==> config.mk <==
export PLATFORM = sky130hd
export DESIGN_NAME = slot_init_ctrl
export DESIGN_NICKNAME = d
export VERILOG_FILES = /design/src/rtl/slot_init_pkg.sv /design/src/rtl/slot_hs_track.sv /design/src/rtl/slot_desc_fetch.sv /design/src/rtl/slot_init_ctrl.sv
export SDC_FILE = /design/constraint.sdc
export NUM_CORES = 1
export LEC_CHECK = 0
export BUFFER_PORTS_ARGS = -buffer_cell sky130_fd_sc_hd__buf_2
export CORE_ASPECT_RATIO = 1.25
export CORE_MARGIN = 2
export CORE_UTILIZATION = 45
export DETAILED_ROUTE_END_ITERATION = 10
export PLACE_DENSITY = 0.7
export SYNTH_ARGS = -nofsm -noshare
export SYNTH_HDL_FRONTEND = slang
export SYNTH_SLANG_ARGS = --single-unit
==> constraint.sdc <==
create_clock -name clk -period 3.4 [get_ports clk]
set_input_delay 0.51 -clock clk [delete_from_list [all_inputs] [get_ports clk]]
set_output_delay 0.51 -clock clk [all_outputs]
set_load 0.05 [all_outputs]
==> src/rtl/slot_init_pkg.sv <==
package slot_init_pkg;

  typedef enum logic [1:0] {
    SEL_ID   = 2'd0,
    SEL_VEC  = 2'd1,
    SEL_CTRL = 2'd2,
    SEL_STAT = 2'd3
  } reg_sel_e;

  localparam logic [1:0] SZ_BYTE = 2'd0;
  localparam logic [1:0] SZ_HALF = 2'd1;
  localparam logic [1:0] SZ_WORD = 2'd2;

  localparam int unsigned WORD_W      = 32;
  localparam int unsigned FETCH_STEPS = 7;
  localparam int unsigned STEP_W      = $clog2(FETCH_STEPS);

  typedef logic [STEP_W-1:0] step_t;

  // Offset from the descriptor base for steps 1..6 (step 0 uses the fixed pointer)
  function automatic logic [3:0] step_offset(input step_t s);
    case (s)
      step_t'(1): return 4'd0;
      step_t'(2): return 4'd4;
      step_t'(3): return 4'd8;
      step_t'(4): return 4'd9;
      step_t'(5): return 4'd10;
      step_t'(6): return 4'd11;
      default:    return 4'd0;
    endcase
  endfunction

  function automatic logic [1:0] step_size(input step_t s);
    return (s <= step_t'(2)) ? SZ_WORD : SZ_BYTE;
  endfunction

  // Handshake set update: bit0 = event A seen, bit1 = event B seen
  function automatic logic [1:0] hs_merge(input logic [1:0] cur, input logic ev_a,
                                          input logic ev_b, input logic clr);
    return clr ? 2'b00 : (cur | {ev_b, ev_a});
  endfunction

  function automatic logic [7:0] reg_read_value(input logic we, input logic [1:0] sel,
                                                input logic cfg, input logic [15:0] id,
                                                input logic [7:0] vec);
    if (we) return 8'h00;
    if (sel == SEL_ID)  return cfg ? vec : id[15:8];
    if (sel == SEL_VEC) return cfg ? vec : id[7:0];
    return 8'h00;
  endfunction

endpackage

==> src/rtl/slot_hs_track.sv <==
module slot_hs_track
  import slot_init_pkg::*;
(
  input  logic       clk,
  input  logic       rst_n,
  input  logic       acc_valid,
  input  logic [1:0] acc_sel,
  output logic       cfg_start,
  output logic       job_a,
  output logic       job_b,
  output logic       hs_complete
);

  logic [1:0] hs_q;
  logic [1:0] hs_d;
  logic       ev_a;
  logic       ev_b;
  logic       ev_clr;

  always_comb begin
    ev_a        = acc_valid && (acc_sel == SEL_ID || acc_sel == SEL_VEC);
    ev_b        = acc_valid && (acc_sel == SEL_CTRL);
    ev_clr      = acc_valid && (acc_sel == SEL_STAT);
    hs_complete = (hs_q == 2'b11);
    hs_d        = hs_merge(hs_q, ev_a, ev_b, ev_clr);
    cfg_start   = !hs_complete && (hs_d == 2'b11);
    job_a       = hs_complete && ev_a;
    job_b       = hs_complete && ev_b;
  end

  always_ff @(posedge clk or negedge rst_n) begin
    if (!rst_n) hs_q <= 2'b00;
    else        hs_q <= hs_d;
  end


  start_completes_chk: assert property (@(posedge clk) disable iff (!rst_n)
    cfg_start |=> hs_complete);


  set_persists_chk: assert property (@(posedge clk) disable iff (!rst_n)
    hs_complete && !ev_clr |=> hs_complete);


  clear_drops_chk: assert property (@(posedge clk) disable iff (!rst_n)
    ev_clr |=> !hs_complete);

endmodule

==> src/rtl/slot_desc_fetch.sv <==
module slot_desc_fetch
  import slot_init_pkg::*;
#(
  parameter int unsigned   AW      = 32,
  parameter logic [AW-1:0] PTR_LOC = '0
)(
  input  logic              clk,
  input  logic              rst_n,
  input  logic              start,
  input  logic              cq_post,
  input  logic              mem_ack,
  input  logic [WORD_W-1:0] mem_rdata,
  output logic              busy,
  output logic              fetch_done,
  output logic              mem_req,
  output logic [AW-1:0]     mem_addr,
  output logic [1:0]        mem_size,
  output logic [AW-1:0]     rq_base,
  output logic [AW-1:0]     cq_base,
  output logic [7:0]        rq_depth,
  output logic [7:0]        cq_depth,
  output logic [7:0]        int_vector,
  output logic [7:0]        rq_count,
  output logic              cq_seq
);

  localparam step_t LAST_STEP = step_t'(FETCH_STEPS - 1);

  step_t         step_q;
  logic [AW-1:0] base_q;
  logic          xfer;

  always_comb begin
    xfer       = busy && mem_ack;
    fetch_done = xfer && (step_q == LAST_STEP);
    mem_req    = busy;
    mem_addr   = (step_q == step_t'(0)) ? PTR_LOC : base_q + AW'(step_offset(step_q));
    mem_size   = step_size(step_q);
  end

  always_ff @(posedge clk or negedge rst_n) begin
    if (!rst_n) begin
      busy       <= 1'b0;
      step_q     <= '0;
      base_q     <= '0;
      rq_base    <= '0;
      cq_base    <= '0;
      rq_depth   <= '0;
      cq_depth   <= '0;
      int_vector <= '0;
      rq_count   <= '0;
      cq_seq     <= 1'b0;
    end else if (start) begin
      busy   <= 1'b1;
      step_q <= '0;
      cq_seq <= 1'b0;
    end else begin
      if (cq_post) cq_seq <= ~cq_seq;
      if (xfer) begin
        case (step_q)
          step_t'(0): base_q     <= mem_rdata[AW-1:0];
          step_t'(1): rq_base    <= mem_rdata[AW-1:0];
          step_t'(2): cq_base    <= mem_rdata[AW-1:0];
          step_t'(3): rq_depth   <= mem_rdata[7:0];
          step_t'(4): cq_depth   <= mem_rdata[7:0];
          step_t'(5): int_vector <= mem_rdata[7:0];
          default:    rq_count   <= mem_rdata[7:0];
        endcase
        if (step_q == LAST_STEP) busy   <= 1'b0;
        else                     step_q <= step_q + step_t'(1);
      end
    end
  end


  req_hold_chk: assert property (@(posedge clk) disable iff (!rst_n)
    mem_req && !mem_ack |=> mem_req && $stable(mem_addr) && $stable(mem_size));


  seq_cleared_chk: assert property (@(posedge clk) disable iff (!rst_n)
    start |=> !cq_seq);

endmodule

==> src/rtl/slot_init_ctrl.sv <==
module slot_init_ctrl
  import slot_init_pkg::*;
#(
  parameter int unsigned   AW       = 32,
  parameter logic [15:0]   BOARD_ID = 16'h5A3C,
  parameter logic [AW-1:0] PTR_LOC  = AW'(32'h0000_0E00)
)(
  input  logic          clk,
  input  logic          rst_n,
  input  logic          slot_filled,
  input  logic          host_req,
  input  logic          host_we,
  input  logic [1:0]    host_sel,
  output logic          host_busy,
  output logic          host_ack,
  output logic [7:0]    host_rdata,
  output logic          bus_timeout,
  output logic          mem_fault,
  output logic          mem_req,
  output logic [AW-1:0] mem_addr,
  output logic [1:0]    mem_size,
  input  logic          mem_ack,
  input  logic [31:0]   mem_rdata,
  input  logic          cq_post,
  output logic          express_go,
  output logic          full_go,
  output logic [AW-1:0] rq_base,
  output logic [AW-1:0] cq_base,
  output logic [7:0]    rq_depth,
  output logic [7:0]    cq_depth,
  output logic [7:0]    int_vector,
  output logic [7:0]    rq_count,
  output logic          cq_seq
);

  logic acc_take;
  logic acc_live;
  logic acc_dead;
  logic cfg_start;
  logic job_a;
  logic job_b;
  logic hs_complete;
  logic fetch_done;
  logic trig_rd_q;

  always_comb begin
    acc_take = host_req && !host_busy;
    acc_live = acc_take && slot_filled;
    acc_dead = acc_take && !slot_filled;
  end

  slot_hs_track u_track (
    .clk         (clk),
    .rst_n       (rst_n),
    .acc_valid   (acc_live),
    .acc_sel     (host_sel),
    .cfg_start   (cfg_start),
    .job_a       (job_a),
    .job_b       (job_b),
    .hs_complete (hs_complete)
  );

  slot_desc_fetch #(
    .AW      (AW),
    .PTR_LOC (PTR_LOC)
  ) u_fetch (
    .clk        (clk),
    .rst_n      (rst_n),
    .start      (cfg_start),
    .cq_post    (cq_post),
    .mem_ack    (mem_ack),
    .mem_rdata  (mem_rdata),
    .busy       (host_busy),
    .fetch_done (fetch_done),
    .mem_req    (mem_req),
    .mem_addr   (mem_addr),
    .mem_size   (mem_size),
    .rq_base    (rq_base),
    .cq_base    (cq_base),
    .rq_depth   (rq_depth),
    .cq_depth   (cq_depth),
    .int_vector (int_vector),
    .rq_count   (rq_count),
    .cq_seq     (cq_seq)
  );

  always_ff @(posedge clk or negedge rst_n) begin
    if (!rst_n) begin
      host_ack    <= 1'b0;
      host_rdata  <= '0;
      express_go  <= 1'b0;
      full_go     <= 1'b0;
      mem_fault   <= 1'b0;
      bus_timeout <= 1'b0;
      trig_rd_q   <= 1'b0;
    end else begin
      host_ack   <= 1'b0;
      express_go <= 1'b0;
      full_go    <= 1'b0;
      mem_fault  <= 1'b0;
      if (acc_dead) begin
        mem_fault   <= 1'b1;
        bus_timeout <= 1'b1;
      end
      if (acc_live && !cfg_start) begin
        host_ack   <= 1'b1;
        host_rdata <= reg_read_value(host_we, host_sel, hs_complete, BOARD_ID, int_vector);
        express_go <= job_a;
        full_go    <= job_b;
      end
      if (cfg_start)
        trig_rd_q <= !host_we && (host_sel == SEL_ID || host_sel == SEL_VEC);
      if (fetch_done) begin
        host_ack   <= 1'b1;
        host_rdata <= trig_rd_q ? mem_rdata_vec() : 8'h00;
      end
    end
  end

  // At completion the vector was loaded by an earlier step and is stable
  function automatic logic [7:0] mem_rdata_vec();
    return int_vector;
  endfunction


  ack_on_release_chk: assert property (@(posedge clk) disable iff (!rst_n)
    $fell(host_busy) |-> host_ack);


  req_only_busy_chk: assert property (@(posedge clk) disable iff (!rst_n)
    mem_req |-> host_busy);


  fault_no_ack_chk: assert property (@(posedge clk) disable iff (!rst_n)
    mem_fault |-> bus_timeout && !host_ack);


  strobe_excl_chk: assert property (@(posedge clk) disable iff (!rst_n)
    express_go |-> !full_go && !host_busy);


  ack_follows_req_chk: assert property (@(posedge clk) disable iff (!rst_n)
    host_ack && !$past(host_busy) |-> $past(host_req));

endmodule

==> metrics.txt, run 1 <==
Die Wd=114.3 microns; CTS hold repair buffers=0; ANT cells=0; Yosys reg bits=149; initial core utilization=45.74%; Min Hold Slack=0.1149 ns; Worst EP required=2.89 ns; routed via count=5,337; crit-path max FO=6; port bufs=185; total wire length=18.17 mm; Chip Height=141.8 microns; Worst EP arrival=3.30 ns; Seq/Total Area, Yosys=54.52%; IO Count=187; largest net degree at the start of global routing=88; highest clock rate=262.3 MHz; synth top area cells=dfrtp_1 55%, mux2_2 22%, a21oi_1 1.8%; most common flop cell mapped by yosys=dfrtp_1; worst-margin pin slew=0.9913 ns; Post-Syn Area=0.006839 sq mm; share of cells above drive strength 1=61.24%; CTS tree=built; Max clock buf depth=2; clock-pin transition on the worst setup and hold timing paths=0.06 ns; RSZ-0062 raised after global routing=yes; fin util=63.77%; min setup slack post-route=-0.4124 ns; die area=0.01621 sq mm; max-slew violations=0; Post-synth EDFFs=0; routability cong.=0.8869; Root Buffer=clkbuf_16; grt total ovfl=0; via/cell ratio=5.583; Cells after Synth=542; final setup violating endpoints=25; most common cell in the netlist=dfrtp_1; clk_lat worst skew=0.43 ns; CTS Buf Count=17; core area=0.01495 sq mm; Distinct cells, synth=53; max_cap viols=0; Synth top area share=54.52%; Synth warnings=0; Routed WL per cell=19.00 microns; final hold vios=0; DP Wirelength=12.43 mm; number of routed nets with antenna violations=0; Final min period=3.812 ns; final net count=814; post-route DRC violation count=0; Yosys top cell by area=dfrtp_1; number of H-tree levels=4; number of global-route vias before repair=5,523; worst setup path class=reg -> out; Area Overhead vs Synth=39.41%; antenna violations before repair=1; period utilization=112.1%; Critical Path Source Type=register; Detailed Routing Iterations Pass 1=4; slew margin rel.=33.62%; status=finished, violations left; most common library cells after synthesis=149 x dfrtp_1, 136 x mux2_2, 27 x nand2_1, 24 x a21oi_1, 21 x nor2_1; syn avg cell area=12.62 sq um; GRT Overall Usage=22.28%; DRT iter0 DRCs=335; Rows=50; syn_nets=593; CP Capture Type=primary output; first-pass GRT wire length=28.19 mm; worst min path class=in -> async; Post-synth ARST share=100.0%; Setup TNS Final=-5.919 ns; clk sink count=149; clock skew=0.007260 ns; failing checks=negative setup slack
==> routing by layer <==
layer	vias up	routed length, microns	track usage (%)
met5	-	0	0
met4	0	343	7.060
met3	30	1051	5.938
met2	183	9346	37.84
met1	2726	7423	27.70
li1	2398	-	-
==> state kept, by name, indices dropped and copies added (netlist names), 2 cells and up <==
name / cells
u_fetch.rq_base: 32
u_fetch.base_q: 32
u_fetch.step_q: 3
u_fetch.rq_depth: 8
u_fetch.int_vector: 8
u_fetch.cq_base: 32
host_rdata: 8
u_fetch.rq_count: 8
u_track.hs_q: 2
u_fetch.cq_depth: 8
==> cell type report <==
| class | count | area, sq um |
|---|---|---|
| fill | 1132 | 5418 |
| sequential | 149 | 3730 |
| multi-input combinational | 350 | 3408 |
| timing repair buffer | 227 | 1525 |
| clock buffer | 23 | 478.0 |
| tap | 182 | 227.7 |
| clock inverter | 7 | 97.59 |
| inverter | 18 | 67.56 |
==> per-stage QoR <==
step,cells,setup slack [ns],instance area (sq um)
after floorplan,542,-0.1274,6942
after global placement,911,0.03762,8230
after detailed placement,911,-0.06378,8230
after CTS,947,-0.3095,9095
after global routing,956,-0.5128,9534
final,956,-0.4124,9534
==> critical path, stage by stage, from the launching register on <==
cell and delay, ns:
dfrtp_2 0.44, inv_2 0.10, ha_4 0.14, nor2_2 0.04, nor2_1 0.11, ha_2 0.21, inv_2 0.04, fa_2 0.41
nand2b_4 0.17, a21o_4 0.25, buf_12 0.14, or4_4 0.50, a21oi_2 0.16, buf_6 0.18
==> cells by family after synthesis <==
| logic type | after synthesis | share of synthesized area (%) |
|---|---|---|
| buffers and inverters | 43 | 2.909 |
| adder cells (fa/ha/maj) | 10 | 1.939 |
| XOR/XNOR | 6 | 0.7684 |
| AO/OA/AOI/OAI | 68 | 6.312 |
| flip-flops | 149 | 54.52 |
| other | 1 | 0.05483 |
| multiplexers | 145 | 23.71 |
| AND/OR/NAND/NOR | 120 | 9.788 |
==> placed cells by master, fill, tap and decap left out, types with 4 or more instances in the layout <==
cell / netlist / final
buf_2: 3 / 156
dfrtp_1: 149 / 148
inv_1: 18 / 13
nand2b_1: 8 / 7
nand2_1: 27 / 27
and2_1: 4 / 4
o21ai_0: 10 / 4
xnor2_1: 6 / 6
buf_12: 0 / 5
mux2_2: 136 / 136
buf_6: 3 / 31
ha_4: 0 / 6
a21oi_2: 0 / 10
nor2_1: 21 / 15
buf_4: 2 / 32
inv_2: 0 / 5
nand4_1: 4 / 4
nor2_2: 0 / 4
mux2i_1: 9 / 5
o31ai_1: 12 / 10
or4_4: 1 / 12
nand3_1: 15 / 12
a21oi_1: 24 / 7
a21oi_4: 0 / 7
clkbuf_16: 0 / 18
==> what timing repair did <==
action | CTS | global route
pin swaps | 17 | 35
setup buffers | 6 | 9
resized for setup | 73 | 73
gates cloned | 0 | 1
endpoints found under the setup margin | 28 | 28
==> path summary, 6_finish.rpt <==
path / startpoint / endpoint / slack [ns] / depth (start not counted)
worst max-delay path: u_fetch.step_q[1]$_DFFE_PN0P_ / mem_addr[16] / -0.41 / 13
worst min-delay path: rst_n / u_fetch.rq_base[18]$_DFFE_PN0P_ / 0.11 / 1
worst max register to register: u_fetch.step_q[1]$_DFFE_PN0P_ / u_fetch.rq_base[13]$_DFFE_PN0P_ / 0.94 / 8
worst min register to register: bus_timeout$_DFFE_PN0P_ / bus_timeout$_DFFE_PN0P_ / 0.48 / 1
max in group asynchronous: rst_n / u_fetch.cq_base[6]$_DFFE_PN0P_ / 2.43 / 2
min in group clk: slot_filled / mem_fault$_DFF_PN0_ / 0.29 / 2
Power of run 1 is left out: the tool's default activity adds up to more than one toggle a clock period on the data nets, which glitch-free logic cannot reach.
==> inputs of run 2 (changes only) <==
- SLEW_MARGIN: unset -> 20
- clock period: 3.4 -> 4.2 ns (I/O delays scaled with it)
==> metrics.txt, run 2 (same netlist as run 1, synthesis figures left out) <==
Rows=50 (unchanged); routed via count=5,104 (-4.4%); status=completed; WP buf/inv=3 (-1); final hold vios=0 (unchanged); DRT iter0 DRCs=420 (+25%); antenna violations before repair=0 (-1); clock-pin transition on the worst setup and hold timing paths=0.07 ns (about the same); ANT cells=0 (unchanged); slew margin rel.=28.82% (-4.8 points); core area=0.01495 sq mm (unchanged); clk_lat worst skew=0.42 ns (about the same); number of H-tree levels=4 (unchanged); biggest regs=u_fetch.base_q x32, u_fetch.cq_base x32, u_fetch.rq_base x32; CTS hold repair buffers=0 (unchanged); Routed WL per cell=18.22 microns (-4.1%); first-pass GRT wire length=26.57 mm (-5.8%); max-slew violations=0 (unchanged); commonest cells after routing, fill and taps aside=180 x buf_2, 148 x dfrtp_1, 136 x mux2_2; CP max stage delay=0.64 ns (+0.14 ns); register area=0.003730 sq mm (unchanged); via/cell ratio=5.536 (-0.84%); highest clock rate=243.7 MHz; reg2reg setup slack=1.81 ns (+0.87 ns); fillers=1,268 (+12%); initial core utilization=45.74% (unchanged); Setup TNS Final=0 ns (+5.919 ns); CTS tree=built; CTS Buf Count=17 (unchanged); largest net degree at the start of global routing=117 (+33%); grt total ovfl=0 (unchanged); Max clock buf depth=2 (unchanged); final net count=778 (-4.4%); GRT Overall Usage=21.00% (-1.3 points); die area=0.01621 sq mm (unchanged); Area Overhead vs Synth=24.97%; Final min period=4.104 ns; slowest CP cell=or4_2; IO Count=187 (unchanged); commonest non-fill, non-tap cell in the layout=buf_2; Detailed Routing Iterations Pass 1=6 (+2); crit-path max FO=9 (+3); worst min path class=in -> async; fin util=57.16% (-6.6 points); max_cap viols=0 (unchanged); post-route DRC violation count=0 (unchanged); number of routed nets with antenna violations=0 (unchanged); CP top delay family=simple AND/OR/NAND/NOR gates; number of global-route vias before repair=5,143 (-6.9%); final setup violating endpoints=0 (-100%); crit-path cells=inv_1 > ha_2 > nor2_1 > nor2_1 > ha_1 > inv_1 > fa_1 > nand2b_4 > a21o_4 > or4_2 > a21oi_1 > buf_4; Die Wd=114.3 microns (unchanged); Worst EP arrival=3.47 ns (+0.17 ns); DP Wirelength=11.86 mm (-4.5%); clock skew=0.005114 ns (-0.002146 ns); Critical Path Source Type=register; clk sink count=149 (unchanged); area of the multi-input gates=0.002957 sq mm (-13%); worst-margin pin slew=1.063 ns (+0.07180 ns); CP Capture Type=primary output; post-CTS setup buffer count=0 (-6); Worst EP required=3.57 ns (+0.68 ns); period utilization=97.70%; routability cong.=0.8962 (+1.0%); Chip Height=141.8 microns (unchanged); worst setup path class=reg -> out; total wire length=16.80 mm (-7.5%); RSZ-0062 raised after global routing=yes; port bufs=185 (unchanged); Root Buffer=clkbuf_16; share of cells above drive strength 1=51.08% (-10 points)
[run 2: per-stage QoR]
step	hold slack (ns)	worst slack, ns	cell area (sq um)	cells
final	0.3504	0.09644	8547	922
after global routing	0.3956	-0.08578	8547	922
after CTS	0.3791	0.03059	8514	921
after detailed placement	0.4633	0.3224	7915	889
after global placement	0.4484	0.4659	7915	889
after floorplan	0.3344	0.2665	6839	542
[run 2: routing by layer]
| layer | track usage, % | routed length, microns | vias up | part of all wire, % |
|---|---|---|---|---|
| met5 | 0 | 0 | - | 0 |
| met4 | 4.814 | 115 | 0 | 0.68 |
| met3 | 7.006 | 1328 | 14 | 7.9 |
| met2 | 36.31 | 8533 | 202 | 51 |
| met1 | 25.41 | 6821 | 2548 | 41 |
| li1 | - | - | 2340 | - |
[run 2: final cells by class]
| class | instances | share of cell area [%] |
|---|---|---|
| clock buffers | 17 | 4.977 |
| clock inverters | 15 | 1.845 |
| inverters | 18 | 0.7905 |
| multi-input cells | 351 | 34.59 |
| flip-flops and latches | 149 | 43.64 |
| well taps | 182 | 2.664 |
| repair buffers | 190 | 11.49 |
[run 2: worst paths after layout]
check	from	to	cells after the start
max in group asynchronous	rst_n	u_fetch.cq_base[24]$_DFFE_PN0P_	2
min reg2reg	bus_timeout$_DFFE_PN0P_	bus_timeout$_DFFE_PN0P_	1
min in group clk	slot_filled	mem_fault$_DFF_PN0_	2
min	rst_n	u_fetch.rq_base[18]$_DFFE_PN0P_	1
max reg2reg	u_fetch.step_q[1]$_DFFE_PN0P_	u_fetch.base_q[4]$_DFFE_PN0P_	7
max	u_fetch.step_q[1]$_DFFE_PN0P_	mem_addr[22]	12
[run 2: what timing repair did]
item | in CTS | in global routing
setup endpoints to repair | 5 | 18
gates cloned | 0 | 1
gates resized for setup | 6 | 9
pin swaps | 0 | 1
Power of run 2 is left out for the same reason.
